**config.mk**
```make
export PLATFORM = sky130hd
export DESIGN_NAME = tsi_switch_core
export DESIGN_NICKNAME = d
export VERILOG_FILES = /design/src/rtl/tsi_pkg.sv /design/src/rtl/tsi_slot_counter.sv /design/src/rtl/tsi_data_mem.sv /design/src/rtl/tsi_conn_mem.sv /design/src/rtl/tsi_ctrl.sv /design/src/rtl/tsi_out_sel.sv /design/src/rtl/tsi_switch_core.sv
export SDC_FILE = /design/constraint.sdc
export NUM_CORES = 2
export LEC_CHECK = 0
export BUFFER_PORTS_ARGS = -buffer_cell sky130_fd_sc_hd__buf_2
export CAP_MARGIN = 20
export CELL_PAD_IN_SITES_DETAIL_PLACEMENT = 0
export CELL_PAD_IN_SITES_GLOBAL_PLACEMENT = 1
export CORE_ASPECT_RATIO = 1.5
export CORE_MARGIN = 1.5
export CORE_UTILIZATION = 45
export DETAILED_ROUTE_END_ITERATION = 8
export PLACE_DENSITY_LB_ADDON = 0.1
export SLEW_MARGIN = 25
export SYNTH_ARGS = -nofsm -noshare
export SYNTH_HDL_FRONTEND = slang
export SYNTH_SLANG_ARGS = --single-unit
```
**constraint.sdc**
```tcl
create_clock -name clk_i -period 7.6 [get_ports clk_i]
set_input_delay 1.52 -clock clk_i [delete_from_list [all_inputs] [get_ports clk_i]]
set_output_delay 1.52 -clock clk_i [all_outputs]
set_load 0.005 [all_outputs]
```
**src/rtl/tsi_pkg.sv**
```systemverilog
package tsi_pkg;
  typedef enum logic [1:0] {
    MODE_SW     = 2'b00,
    MODE_CPU    = 2'b01,
    MODE_SW_ALT = 2'b10,
    MODE_HIZ    = 2'b11
  } mode_e;

  localparam int CTRL_STBY   = 0;
  localparam int CTRL_BPE    = 5;
  localparam int CTRL_MBP    = 6;
  localparam int CTRL_PAT_LO = 7;
  localparam int CTRL_PAT_HI = 8;

  localparam int SRC_CH_LSB = 0;
  localparam int SRC_ST_LSB = 8;
endpackage

```
**src/rtl/tsi_slot_counter.sv**
```systemverilog
module tsi_slot_counter #(
  parameter int CHANNELS = 8,
  parameter int CH_W     = 3
) (
  input  logic            clk_i,
  input  logic            rst_ni,
  input  logic            frame_i,
  output logic [CH_W-1:0] slot_o
);
  localparam logic [CH_W-1:0] LAST = CH_W'(CHANNELS - 1);

  logic [CH_W-1:0] ch_q;

  assign slot_o = frame_i ? '0 : ch_q;

  always_ff @(posedge clk_i or negedge rst_ni) begin
    if (!rst_ni) ch_q <= '0;
    else if (slot_o == LAST) ch_q <= '0;
    else ch_q <= slot_o + CH_W'(1);
  end


  a_r1_frame_restart: assert property (@(posedge clk_i) disable iff (!rst_ni)
    frame_i |=> ch_q == CH_W'(1 % CHANNELS));
  a_r1_slot_step: assert property (@(posedge clk_i) disable iff (!rst_ni)
    (!frame_i && ch_q != LAST) |=> ch_q == $past(ch_q) + CH_W'(1));
endmodule

```
**src/rtl/tsi_data_mem.sv**
```systemverilog
module tsi_data_mem #(
  parameter int STREAMS  = 4,
  parameter int CHANNELS = 8,
  parameter int ST_W     = 2,
  parameter int CH_W     = 3
) (
  input  logic                           clk_i,
  input  logic                           rst_ni,
  input  logic [CH_W-1:0]                wr_slot_i,
  input  logic [STREAMS*8-1:0]           in_data_i,
  input  logic [STREAMS-1:0][ST_W-1:0]   rd_st_i,
  input  logic [STREAMS-1:0][CH_W-1:0]   rd_ch_i,
  output logic [STREAMS-1:0][7:0]        rd_data_o
);
  logic [7:0] mem_q [STREAMS][CHANNELS];

  always_comb begin
    for (int s = 0; s < STREAMS; s++) rd_data_o[s] = mem_q[rd_st_i[s]][rd_ch_i[s]];
  end

  always_ff @(posedge clk_i or negedge rst_ni) begin
    if (!rst_ni) begin
      for (int s = 0; s < STREAMS; s++)
        for (int c = 0; c < CHANNELS; c++) mem_q[s][c] <= '0;
    end else begin
      for (int s = 0; s < STREAMS; s++) mem_q[s][wr_slot_i] <= in_data_i[s*8 +: 8];
    end
  end


  a_r1_capture: assert property (@(posedge clk_i) disable iff (!rst_ni)
    1'b1 |=> mem_q[0][$past(wr_slot_i)] == $past(in_data_i[7:0]));
endmodule

```
**src/rtl/tsi_conn_mem.sv**
```systemverilog
module tsi_conn_mem #(
  parameter int STREAMS  = 4,
  parameter int CHANNELS = 8,
  parameter int ST_W     = 2,
  parameter int CH_W     = 3
) (
  input  logic                        clk_i,
  input  logic                        rst_ni,
  input  logic                        cpu_we_i,
  input  logic [ST_W-1:0]             cpu_st_i,
  input  logic [CH_W-1:0]             cpu_ch_i,
  input  logic [15:0]                 cpu_wdata_i,
  output logic [15:0]                 cpu_rdata_o,
  input  logic                        bp_we_i,
  input  logic [CH_W-1:0]             bp_ch_i,
  input  logic [1:0]                  bp_pat_i,
  input  logic [CH_W-1:0]             slot_i,
  output logic [STREAMS-1:0][15:0]    word_o
);
  logic [15:0] cm_q [STREAMS][CHANNELS];
  logic [15:0] rdata_q;
  logic [15:0] bp_word;

  assign bp_word     = {bp_pat_i, 14'b0};
  assign cpu_rdata_o = rdata_q;

  always_comb begin
    for (int s = 0; s < STREAMS; s++) word_o[s] = cm_q[s][slot_i];
  end

  always_ff @(posedge clk_i or negedge rst_ni) begin
    if (!rst_ni) rdata_q <= '0;
    else rdata_q <= cm_q[cpu_st_i][cpu_ch_i];
  end

  for (genvar s = 0; s < STREAMS; s++) begin : g_st
    always_ff @(posedge clk_i or negedge rst_ni) begin
      if (!rst_ni) begin
        for (int c = 0; c < CHANNELS; c++) cm_q[s][c] <= '0;
      end else begin
        for (int c = 0; c < CHANNELS; c++) begin
          if (bp_we_i && bp_ch_i == CH_W'(c)) cm_q[s][c] <= bp_word;
          else if (cpu_we_i && cpu_st_i == ST_W'(s) && cpu_ch_i == CH_W'(c))
            cm_q[s][c] <= cpu_wdata_i;
        end
      end
    end
  end

  // engine wins a same-word collision
  a_r9_block_wins: assert property (@(posedge clk_i) disable iff (!rst_ni)
    (bp_we_i && cpu_we_i && cpu_ch_i == bp_ch_i) |=>
      cm_q[$past(cpu_st_i)][$past(cpu_ch_i)] == {$past(bp_pat_i), 14'b0});

  a_r7_fill_word: assert property (@(posedge clk_i) disable iff (!rst_ni)
    bp_we_i |=> cm_q[0][$past(bp_ch_i)] == {$past(bp_pat_i), 14'b0});
endmodule

```
**src/rtl/tsi_ctrl.sv**
```systemverilog
module tsi_ctrl
  import tsi_pkg::*;
#(
  parameter int CHANNELS = 8,
  parameter int CH_W     = 3
) (
  input  logic            clk_i,
  input  logic            rst_ni,
  input  logic            ctrl_we_i,
  input  logic [15:0]     ctrl_wdata_i,
  output logic [15:0]     ctrl_o,
  output logic            bp_we_o,
  output logic [CH_W-1:0] bp_ch_o,
  output logic [1:0]      bp_pat_o,
  output logic            stby_o
);
  localparam logic [CH_W-1:0] LAST = CH_W'(CHANNELS - 1);

  logic [15:0]     ctrl_q, ctrl_d;
  logic [CH_W-1:0] idx_q;
  logic            active, last, done;

  assign active   = ctrl_q[CTRL_BPE] & ctrl_q[CTRL_MBP];
  assign last     = idx_q == LAST;
  assign done     = active & last;
  assign bp_we_o  = active;
  assign bp_ch_o  = idx_q;
  assign bp_pat_o = ctrl_q[CTRL_PAT_HI:CTRL_PAT_LO];
  assign stby_o   = ctrl_q[CTRL_STBY];
  assign ctrl_o   = ctrl_q;

  always_comb begin
    ctrl_d = ctrl_we_i ? ctrl_wdata_i : ctrl_q;
    if (done) ctrl_d[CTRL_PAT_HI:CTRL_BPE] = '0;
  end

  always_ff @(posedge clk_i or negedge rst_ni) begin
    if (!rst_ni) begin
      ctrl_q <= '0;
      idx_q  <= '0;
    end else begin
      ctrl_q <= ctrl_d;
      idx_q  <= (active && !last) ? idx_q + CH_W'(1) : '0;
    end
  end


  a_r7_sweep_step: assert property (@(posedge clk_i) disable iff (!rst_ni)
    (bp_we_o && bp_ch_o != LAST && !ctrl_we_i) |=>
      bp_we_o && bp_ch_o == $past(bp_ch_o) + CH_W'(1));

  a_r8_self_clear: assert property (@(posedge clk_i) disable iff (!rst_ni)
    (bp_we_o && bp_ch_o == LAST) |=> ctrl_o[CTRL_PAT_HI:CTRL_BPE] == '0 && !bp_we_o);
endmodule

```
**src/rtl/tsi_out_sel.sv**
```systemverilog
module tsi_out_sel
  import tsi_pkg::*;
#(
  parameter int STREAMS = 4,
  parameter int ST_W    = 2,
  parameter int CH_W    = 3
) (
  input  logic                         clk_i,
  input  logic                         rst_ni,
  input  logic                         master_en_i,
  input  logic [STREAMS-1:0][15:0]     word_i,
  output logic [STREAMS-1:0][ST_W-1:0] rd_st_o,
  output logic [STREAMS-1:0][CH_W-1:0] rd_ch_o,
  input  logic [STREAMS-1:0][7:0]      rd_data_i,
  output logic [STREAMS*8-1:0]         out_data_o,
  output logic [STREAMS-1:0]           out_en_o
);
  for (genvar s = 0; s < STREAMS; s++) begin : g_st
    mode_e      mode;
    logic       unused_src;
    logic [7:0] data_q;
    logic       en_q;

    assign mode       = mode_e'(word_i[s][15:14]);
    assign rd_st_o[s] = word_i[s][SRC_ST_LSB +: ST_W];
    assign rd_ch_o[s] = word_i[s][SRC_CH_LSB +: CH_W];
    assign unused_src = ^word_i[s][13:0];
    assign out_data_o[s*8 +: 8] = data_q;
    assign out_en_o[s] = en_q;

    always_ff @(posedge clk_i or negedge rst_ni) begin
      if (!rst_ni) begin
        data_q <= '0;
        en_q   <= 1'b0;
      end else if (!master_en_i || mode == MODE_HIZ) begin
        data_q <= '0;
        en_q   <= 1'b0;
      end else if (mode == MODE_CPU) begin
        data_q <= word_i[s][7:0];
        en_q   <= 1'b1;
      end else begin
        data_q <= rd_data_i[s];
        en_q   <= 1'b1;
      end
    end


    a_r3_const_byte: assert property (@(posedge clk_i) disable iff (!rst_ni)
      (master_en_i && word_i[s][15:14] == 2'b01) |=>
        out_en_o[s] && out_data_o[s*8 +: 8] == $past(word_i[s][7:0]));

    a_r4_slot_hiz: assert property (@(posedge clk_i) disable iff (!rst_ni)
      (word_i[s][15:14] == 2'b11) |=> !out_en_o[s] && out_data_o[s*8 +: 8] == 8'h00);
  end
endmodule

```
**src/rtl/tsi_switch_core.sv**
```systemverilog
module tsi_switch_core #(
  parameter int STREAMS  = 4,
  parameter int CHANNELS = 8,
  localparam int ST_W    = (STREAMS  > 1) ? $clog2(STREAMS)  : 1,
  localparam int CH_W    = (CHANNELS > 1) ? $clog2(CHANNELS) : 1,
  localparam int ADDR_W  = ST_W + CH_W
) (
  input  logic                  clk_i,
  input  logic                  rst_ni,
  input  logic                  frame_i,
  input  logic [STREAMS*8-1:0]  in_data_i,
  input  logic                  oe_i,
  input  logic                  cpu_we_i,
  input  logic [ADDR_W-1:0]     cpu_addr_i,
  input  logic [15:0]           cpu_wdata_i,
  output logic [15:0]           cpu_rdata_o,
  input  logic                  ctrl_we_i,
  input  logic [15:0]           ctrl_wdata_i,
  output logic [15:0]           ctrl_o,
  output logic [STREAMS*8-1:0]  out_data_o,
  output logic [STREAMS-1:0]    out_en_o
);
  logic [CH_W-1:0]              slot;
  logic                         bp_we, stby, master_en;
  logic [CH_W-1:0]              bp_ch;
  logic [1:0]                   bp_pat;
  logic [STREAMS-1:0][15:0]     words;
  logic [STREAMS-1:0][ST_W-1:0] rd_st;
  logic [STREAMS-1:0][CH_W-1:0] rd_ch;
  logic [STREAMS-1:0][7:0]      rd_data;

  assign master_en = oe_i | stby;

  tsi_slot_counter #(.CHANNELS(CHANNELS), .CH_W(CH_W)) u_slot (
    .clk_i, .rst_ni, .frame_i, .slot_o(slot)
  );

  tsi_ctrl #(.CHANNELS(CHANNELS), .CH_W(CH_W)) u_ctrl (
    .clk_i, .rst_ni, .ctrl_we_i, .ctrl_wdata_i, .ctrl_o,
    .bp_we_o(bp_we), .bp_ch_o(bp_ch), .bp_pat_o(bp_pat), .stby_o(stby)
  );

  tsi_conn_mem #(.STREAMS(STREAMS), .CHANNELS(CHANNELS), .ST_W(ST_W), .CH_W(CH_W)) u_cm (
    .clk_i, .rst_ni, .cpu_we_i,
    .cpu_st_i(cpu_addr_i[ADDR_W-1:CH_W]), .cpu_ch_i(cpu_addr_i[CH_W-1:0]),
    .cpu_wdata_i, .cpu_rdata_o,
    .bp_we_i(bp_we), .bp_ch_i(bp_ch), .bp_pat_i(bp_pat),
    .slot_i(slot), .word_o(words)
  );

  tsi_data_mem #(.STREAMS(STREAMS), .CHANNELS(CHANNELS), .ST_W(ST_W), .CH_W(CH_W)) u_dm (
    .clk_i, .rst_ni, .wr_slot_i(slot), .in_data_i,
    .rd_st_i(rd_st), .rd_ch_i(rd_ch), .rd_data_o(rd_data)
  );

  tsi_out_sel #(.STREAMS(STREAMS), .ST_W(ST_W), .CH_W(CH_W)) u_out (
    .clk_i, .rst_ni, .master_en_i(master_en), .word_i(words),
    .rd_st_o(rd_st), .rd_ch_o(rd_ch), .rd_data_i(rd_data),
    .out_data_o, .out_en_o
  );


  a_r5_master_off: assert property (@(posedge clk_i) disable iff (!rst_ni)
    (!oe_i && !ctrl_o[0]) |=> out_en_o == '0 && out_data_o == '0);

  a_r10_reset_quiet: assert property (@(posedge clk_i)
    !rst_ni |-> out_en_o == '0 && ctrl_o == 16'h0000);
endmodule

```
* After elaboration in Yosys (flattened, before gate mapping)
Cells that the tools add are included. W data, S select, Z words.
Storage, ports and cells: bits in registers 842, input port bits 75, word-level logic and storage cells 348
Cells by class: $add $sub $neg 2, order comparisons 12, eq/ne operators 26, mux-type cells 129, bitwise gates (word level) 14, reductions and logical operators 88
Operators with widths (number):
- $mux W16 | 74
- $bmux W64 S2 | 4
- $mux W64 | 8
- $bmux W128 S2 | 1
- $bwmux W64 | 4
- $mux W128 | 2
- $bmux W16 S3 | 5
- $mux W8 | 17
- $bmux W8 S3 | 4
- $reduce_bool A2 Y1 | 33
- $logic_and A1 B1 Y1 | 46
- $eq A3 B3 Y1 const B | 9
- $demux W8 S3 | 1
- $ge A4 B4 Y1 const B | 6
- $not A3 Y4 | 6
- $ge A3 B3 Y1 const B | 5
- $not A2 Y3 | 5
- $eq A2 B2 Y1 const B | 6
- $eq A3 B2 Y1 const B | 4
- $eq A2 B1 Y1 const B | 5
- $mux W3 | 3
- $mux W9 | 1
- $add A3 B1 Y3 const B | 2
- $eq A3 B1 Y1 const B | 2
- 9 further kinds | 18

* Depth between registers and ports, before layout
depth after elaboration 14, mapped depth 15, mapped depth without buffers 9

* Hierarchy
A second synthesis with hierarchy kept.
Unflattened totals: cell total of the unflattened synthesis 4099, area, all modules 49226.0 µm²
By module, submodules not included:
- tsi_conn_mem | instances 1, cells each 2924, area an instance 29074.1 µm², seq. area each 13212.7 µm²
- tsi_data_mem | instances 1, cells each 975, area an instance 17430.5 µm², seq. area each 6406.1 µm²
- tsi_out_sel | instances 1, cells each 135, area an instance 1731.7 µm², seq. area each 900.9 µm²
- tsi_ctrl | instances 1, cells each 55, area an instance 849.6 µm², seq. area each 475.5 µm²
- tsi_slot_counter | instances 1, cells each 9, area an instance 133.9 µm², seq. area each 75.1 µm²
- tsi_switch_core | instances 1, cells each 1, area an instance 6.3 µm², seq. area each 0.0 µm²

* Worst setup path before layout
OpenSTA, ideal clock, no wires.
path type input to register, from in cpu_addr_i[3], to reg u_cm.rdata_q[14], in the netlist u_cm.cpu_rdata_o[14], arrival 3.818 ns, path slack 3.656 ns, stages on the path 8, path buffers 4, cell sequence clkbuf_1 buf_1 clkbuf_1 buf_2 mux4_2 a211oi_1 a21oi_1 a221o_1
Between the ends: word-level cells in the longest chain between the ends 7
RTL lines:
- from (decl) | RTL line tsi_switch_core.sv:14 | input logic [ADDR_W-1:0] cpu_addr_i,
- $not A2 Y3 (implied by the code) | RTL line tsi_conn_mem.sv:33 | else rdata_q <= cm_q[cpu_st_i][cpu_ch_i];
- $bmux W128 S2 | RTL line tsi_conn_mem.sv:33
- $mux W128 (implied by the code) (2 in a row) | RTL line tsi_conn_mem.sv:33
- $bmux W16 S3 | RTL line tsi_conn_mem.sv:33
- $mux W16 (implied by the code) (2 in a row) | RTL line tsi_conn_mem.sv:33
- to (signal assigned) | RTL line tsi_conn_mem.sv:33
- to (decl) | RTL line tsi_conn_mem.sv:21 | logic [15:0] rdata_q;
No other way between the ends. The select of a mux whose other input is x is not followed. A chain may end at the register's enable or synchronous reset.

* Final worst setup path
from reg u_slot.ch_q[2], to reg u_out.g_st[0].data_q[5]
Between the ends: word-level cells in the longest chain between the ends 14, elaborated cells on any way between the ends 18, classes of those cells 2 x eq/ne; 12 x mux; 3 x bitwise; 1 x reduce/logical
RTL lines:
- from (decl) | RTL line tsi_slot_counter.sv:12 | logic [CH_W-1:0] ch_q;
- from (signal assigned) | RTL line tsi_slot_counter.sv:19 | else ch_q <= slot_o + CH_W'(1);
- $mux W3 * | RTL line tsi_slot_counter.sv:14 | assign slot_o = frame_i ? '0 : ch_q;
- $not A3 Y4 (implied by the code) * | RTL line tsi_conn_mem.sv:28 | for (int s = 0; s < STREAMS; s++) word_o[s] = cm_q[s][slot_i];
- $bmux W16 S3 * | RTL line tsi_conn_mem.sv:28
- $mux W16 (implied by the code) * (2 in a row) | RTL line tsi_conn_mem.sv:28
- $not A2 Y3 (implied by the code) | RTL line tsi_data_mem.sv:18 | for (int s = 0; s < STREAMS; s++) rd_data_o[s] = mem_q[rd_st_i[s]][rd_ch_i[s]];
- $bmux W64 S2 | RTL line tsi_data_mem.sv:18
- $mux W64 (implied by the code) (2 in a row) | RTL line tsi_data_mem.sv:18
- $bmux W8 S3 | RTL line tsi_data_mem.sv:18
- $mux W8 (implied by the code) (2 in a row) | RTL line tsi_data_mem.sv:18
- $mux W8 | RTL line tsi_out_sel.sv:38 | end else if (mode == MODE_CPU) begin
- $mux W8 * | RTL line tsi_out_sel.sv:35 | end else if (!master_en_i || mode == MODE_HIZ) begin
- to (signal assigned) | RTL line tsi_out_sel.sv:39 | data_q <= word_i[s][7:0];
- to (signal assigned) | RTL line tsi_out_sel.sv:42 | data_q <= rd_data_i[s];
- to (decl) | RTL line tsi_out_sel.sv:21 | logic [7:0] data_q;
Mark *: on every way between the ends. The rest lies on a longest branch, timed or not. The select of a mux whose other input is x is not followed.

==> summary.txt <==
Clock network
  • H-tree level count: 3
  • Post-cts hold buffer count: 0
  • Clk_lat worst skew: roughly 0.75 ns
  • Max clock buf depth: 3
  • Clock transition at path regs: ~0.070 ns
  • CTS tree: built
  • Num CTS Buffers: 89
  • Clock sink total: 842
  • Root Buffer: clkbuf_16
  • Post-CTS Setup Bufs: 0
  • Post_cts resized: 0

Routing
  • Vias: 47000
  • Via density: between 6 and 7
  • Initial DRC Count: ~5900
  • Number of detailed-route iterations in the first pass: 9
  • DRC Markers: 6
  • Mean routed wirelength per cell: around 36 um
  • Final ANT Viol Nets: 0
  • Final wirelength: 252000 um

Logic synthesis
  • Count leader, synth: nand2_1
  • Commonest cells post-synth: nand2_1, dfrtp_1, a21oi_1
  • Async S/R FF share, synth: 1.00
  • Number of synthesized register bits: 842
  • Cell taking the most area after synthesis: dfrtp_1
  • Mapped Area: approximately 50000 um^2
  • Post-synth top area share: 0.422
  • Syn Area/Cell: ~9.1 um^2
  • Post-synthesis net count: 5599
  • Mapped Cells: around 5500
  • Synth top area cells: dfrtp_1, nand2_1, mux2i_1, mux4_2, a21oi_1
  • Synth unique cells: 100
  • Most used DFF post-synth: dfrtp_1
  • Yosys Warn Count: 0
  • Number of flops mapped to enable cells by yosys: 0
  • Register area share after synthesis: 0.422

STA
  • Worst rel slew slack: 0.186
  • Setup TNS: 0 ns
  • Hold slack: roughly 0.50 ns
  • Highest Clock Rate: 0.188 GHz
  • Slew Limit Fails: 0
  • Count of final hold-check violations: 0
  • Setup Skew: around 0.037 ns
  • Worst slew pin tran: roughly 1.2 ns
  • RSZ-0062 raised after global routing: no
  • Fin crit period: 5.31 ns
  • Final setup vio count: 0
  • Period utilization: 0.699

Place
  • Hpwl dp: around 170000 um
  • Gpl congestion: ~1
  • Port Buffers: 142

Pwr
  • PD cells: roughly 310 nW/um^2
  • LEAKAGE: 23.6 nW
  • Part of the power in the clock network: 0.274
  • Sw Pwr: around 6.9 mW
  • Seq pwr share: 0.413
  • Net Sw Frac: 0.396
  • Logic pwr share: 0.313
  • VDD IR max: ~0.17 mV
  • Internal: 10.5 mW

GRT
  • Global route total overflow: 0
  • Vias in the first global route: 45300
  • Initial antenna violation count: 21
  • Wire length of the first global-routing pass: 352000 um
  • Largest net degree at the start of global routing: around 160
  • Gr usage total: 0.443

Floorplan
  • Die W: ~280 um
  • Starting Density: 0.454
  • Ports: between 100 and 150
  • Row count: 149
  • Die Ht: roughly 400 um
  • Die ar.: 113000 um^2
  • Core ar.: 110000 um^2

Worst setup path
  • Max FO, Critical Path: 40
  • Crit-path max cell delay: about 0.83 ns
  • Critical path cell sequence: buf_4 -> nor3_2 -> nor2_4 -> buf_4 -> o2111ai_1 -> nor2_2 -> nand2_1 -> o22ai_1 -> o41ai_1 -> and4bb_1
  • Worst Path Arrival: approximately 6.0 ns
  • Reg2reg start: u_slot.ch_q[2]
  • Most used cell, CP: buf_4
  • Kind of critical path: flop to flop
  • Critical path startpoint category: flop
  • Critical Path End Type: flop
  • Worst path slowest cell: dfrtp_4
  • Critical Path RT: around 8.3 ns
  • Crit path launch: u_slot.ch_q[2]

Worst hold path
  • Worst hold path type: flop to flop
  • Hold Crit Start: u_ctrl.ctrl_o[11]

Status
  • Failing checks: design-rule violations
  • Outcome: complete, but fails checks

Layout
  • Final-stage net count: 5515
  • Area grow syn2layout: 10.4%
  • Layout cells sized above 1: 0.165

Job
  • # Max-Cap Violations: 0
==> worst max-delay path: cells and delay by family, from the launching register on <==
kind / cells / cell delay [ns]
and+or+nand+nor: 5 / 2.39
buffers and inverters: 2 / 0.98
AOI/OAI and AO/OA: 3 / 0.97
DFF: 1 / 0.83
==> cell type report <==
| cell class | instances | area (um^2) |
|---|---|---|
| antenna | 8 | 20.0 |
| clock buffer | 132 | 2670 |
| clock inverter | 31 | 403 |
| fill | 10400 | 54900 |
| inverter | 19 | 71.3 |
| multi-input combinational | 4201 | 27100 |
| sequential | 842 | 21100 |
| tap | 1434 | 1790 |
| timing repair buffer | 280 | 2030 |
==> logic make-up after synthesis <==
kind of cell	count (synthesis)	synth area share
and+or+nand+nor	2402	0.201
AOI/OAI and AO/OA	1032	0.129
DFF	842	0.422
muxes	759	0.200
buffers and inverters	474	0.0460
adders and majority gates	7	0.00175
xor gates and xnor gates	1	0.000175
==> flip-flops by register name, indices dropped and copies added (netlist names) <==
signal and count:
u_cm.cm_q 512, u_cm.cpu_rdata_o 16, u_ctrl.bp_ch_o 3, u_ctrl.ctrl_o 16, u_dm.mem_q 256, u_out.g_st.data_q 32, u_out.g_st.en_q 4, u_slot.ch_q 3
==> worst paths after layout <==
kind / end / slack (ns) / cells after the start
worst max-delay path: u_out.g_st[0].data_q[5] / 2.29 / 10
worst min-delay path: u_ctrl.ctrl_o[11] / 0.50 / 1
worst max register to register: u_out.g_st[0].data_q[5] / 2.29 / 10
worst min register to register: u_ctrl.ctrl_o[11] / 0.50 / 1
max in group asynchronous: u_cm.cm_q[438] / 5.16 / 2
min in group asynchronous: u_dm.mem_q[60] / 0.90 / 1
==> layer usage <==
metal	GRT usage	vias to the layer above	wire length, um	part of all wire
met5	0	-	270	0.0011
met2	0.684	3136	114000	0.45
met4	0.400	32	27900	0.11
met1	0.500	23400	85300	0.34
li1	-	19300	-	-
met3	0.117	1199	23900	0.095
==> cell usage in the layout, fill, tap and decap left out, drive strengths merged, types with 14 or more instances in the layout <==
| master | synthesis | layout |
|---|---|---|
| a221oi | 14 | 14 |
| nor4 | 19 | 19 |
| nand2b | 15 | 15 |
| buf | 211 | 279 |
| nor3 | 40 | 40 |
| dfrtp | 842 | 842 |
| and3 | 30 | 30 |
| a211oi | 52 | 52 |
| nor3b | 19 | 19 |
| mux4 | 172 | 172 |
| o211ai | 23 | 23 |
| o2111ai | 27 | 27 |
| nand2 | 1891 | 1891 |
| clkbuf | 244 | 133 |
| o22ai | 81 | 81 |
| nor2 | 157 | 157 |
| inv | 18 | 22 |
| a22oi | 38 | 38 |
| o21ai | 49 | 49 |
| nand3 | 92 | 92 |
| clkinv | 1 | 19 |
| a21oi | 511 | 511 |
| and2 | 14 | 14 |
| mux2i | 398 | 398 |
| nand4 | 24 | 24 |
| a22o | 16 | 16 |
| a31oi | 89 | 89 |
| mux2 | 189 | 189 |
| nor2b | 27 | 27 |
==> per-stage QoR <==
stage	power [mW]	setup slack [ns]	utilization	cell area [um^2]	instances
after detailed placement	12.4	1.82	0.473	52000	6775
after CTS	17.1	2.48	0.501	55100	6938
after floorplan	9.88	3.66	-	50000	5517
final	17.3	2.29	0.501	55100	6947
after global placement	12.3	1.74	0.471	51900	6770
after global routing	17.8	2.34	0.501	55100	6939
==> power groups by stage <==
stage	Sequential, mW	Clock, mW	Combinational [mW]
2_1_floorplan	6.34	0	3.54
3_3_place_gp	7.13	0	5.18
3_5_place_dp	7.12	0	5.23
4_1_cts	7.05	4.77	5.25
5_1_grt	7.17	4.95	5.72
6_report	7.15	4.75	5.42
(Power assumes the default switching activity.)
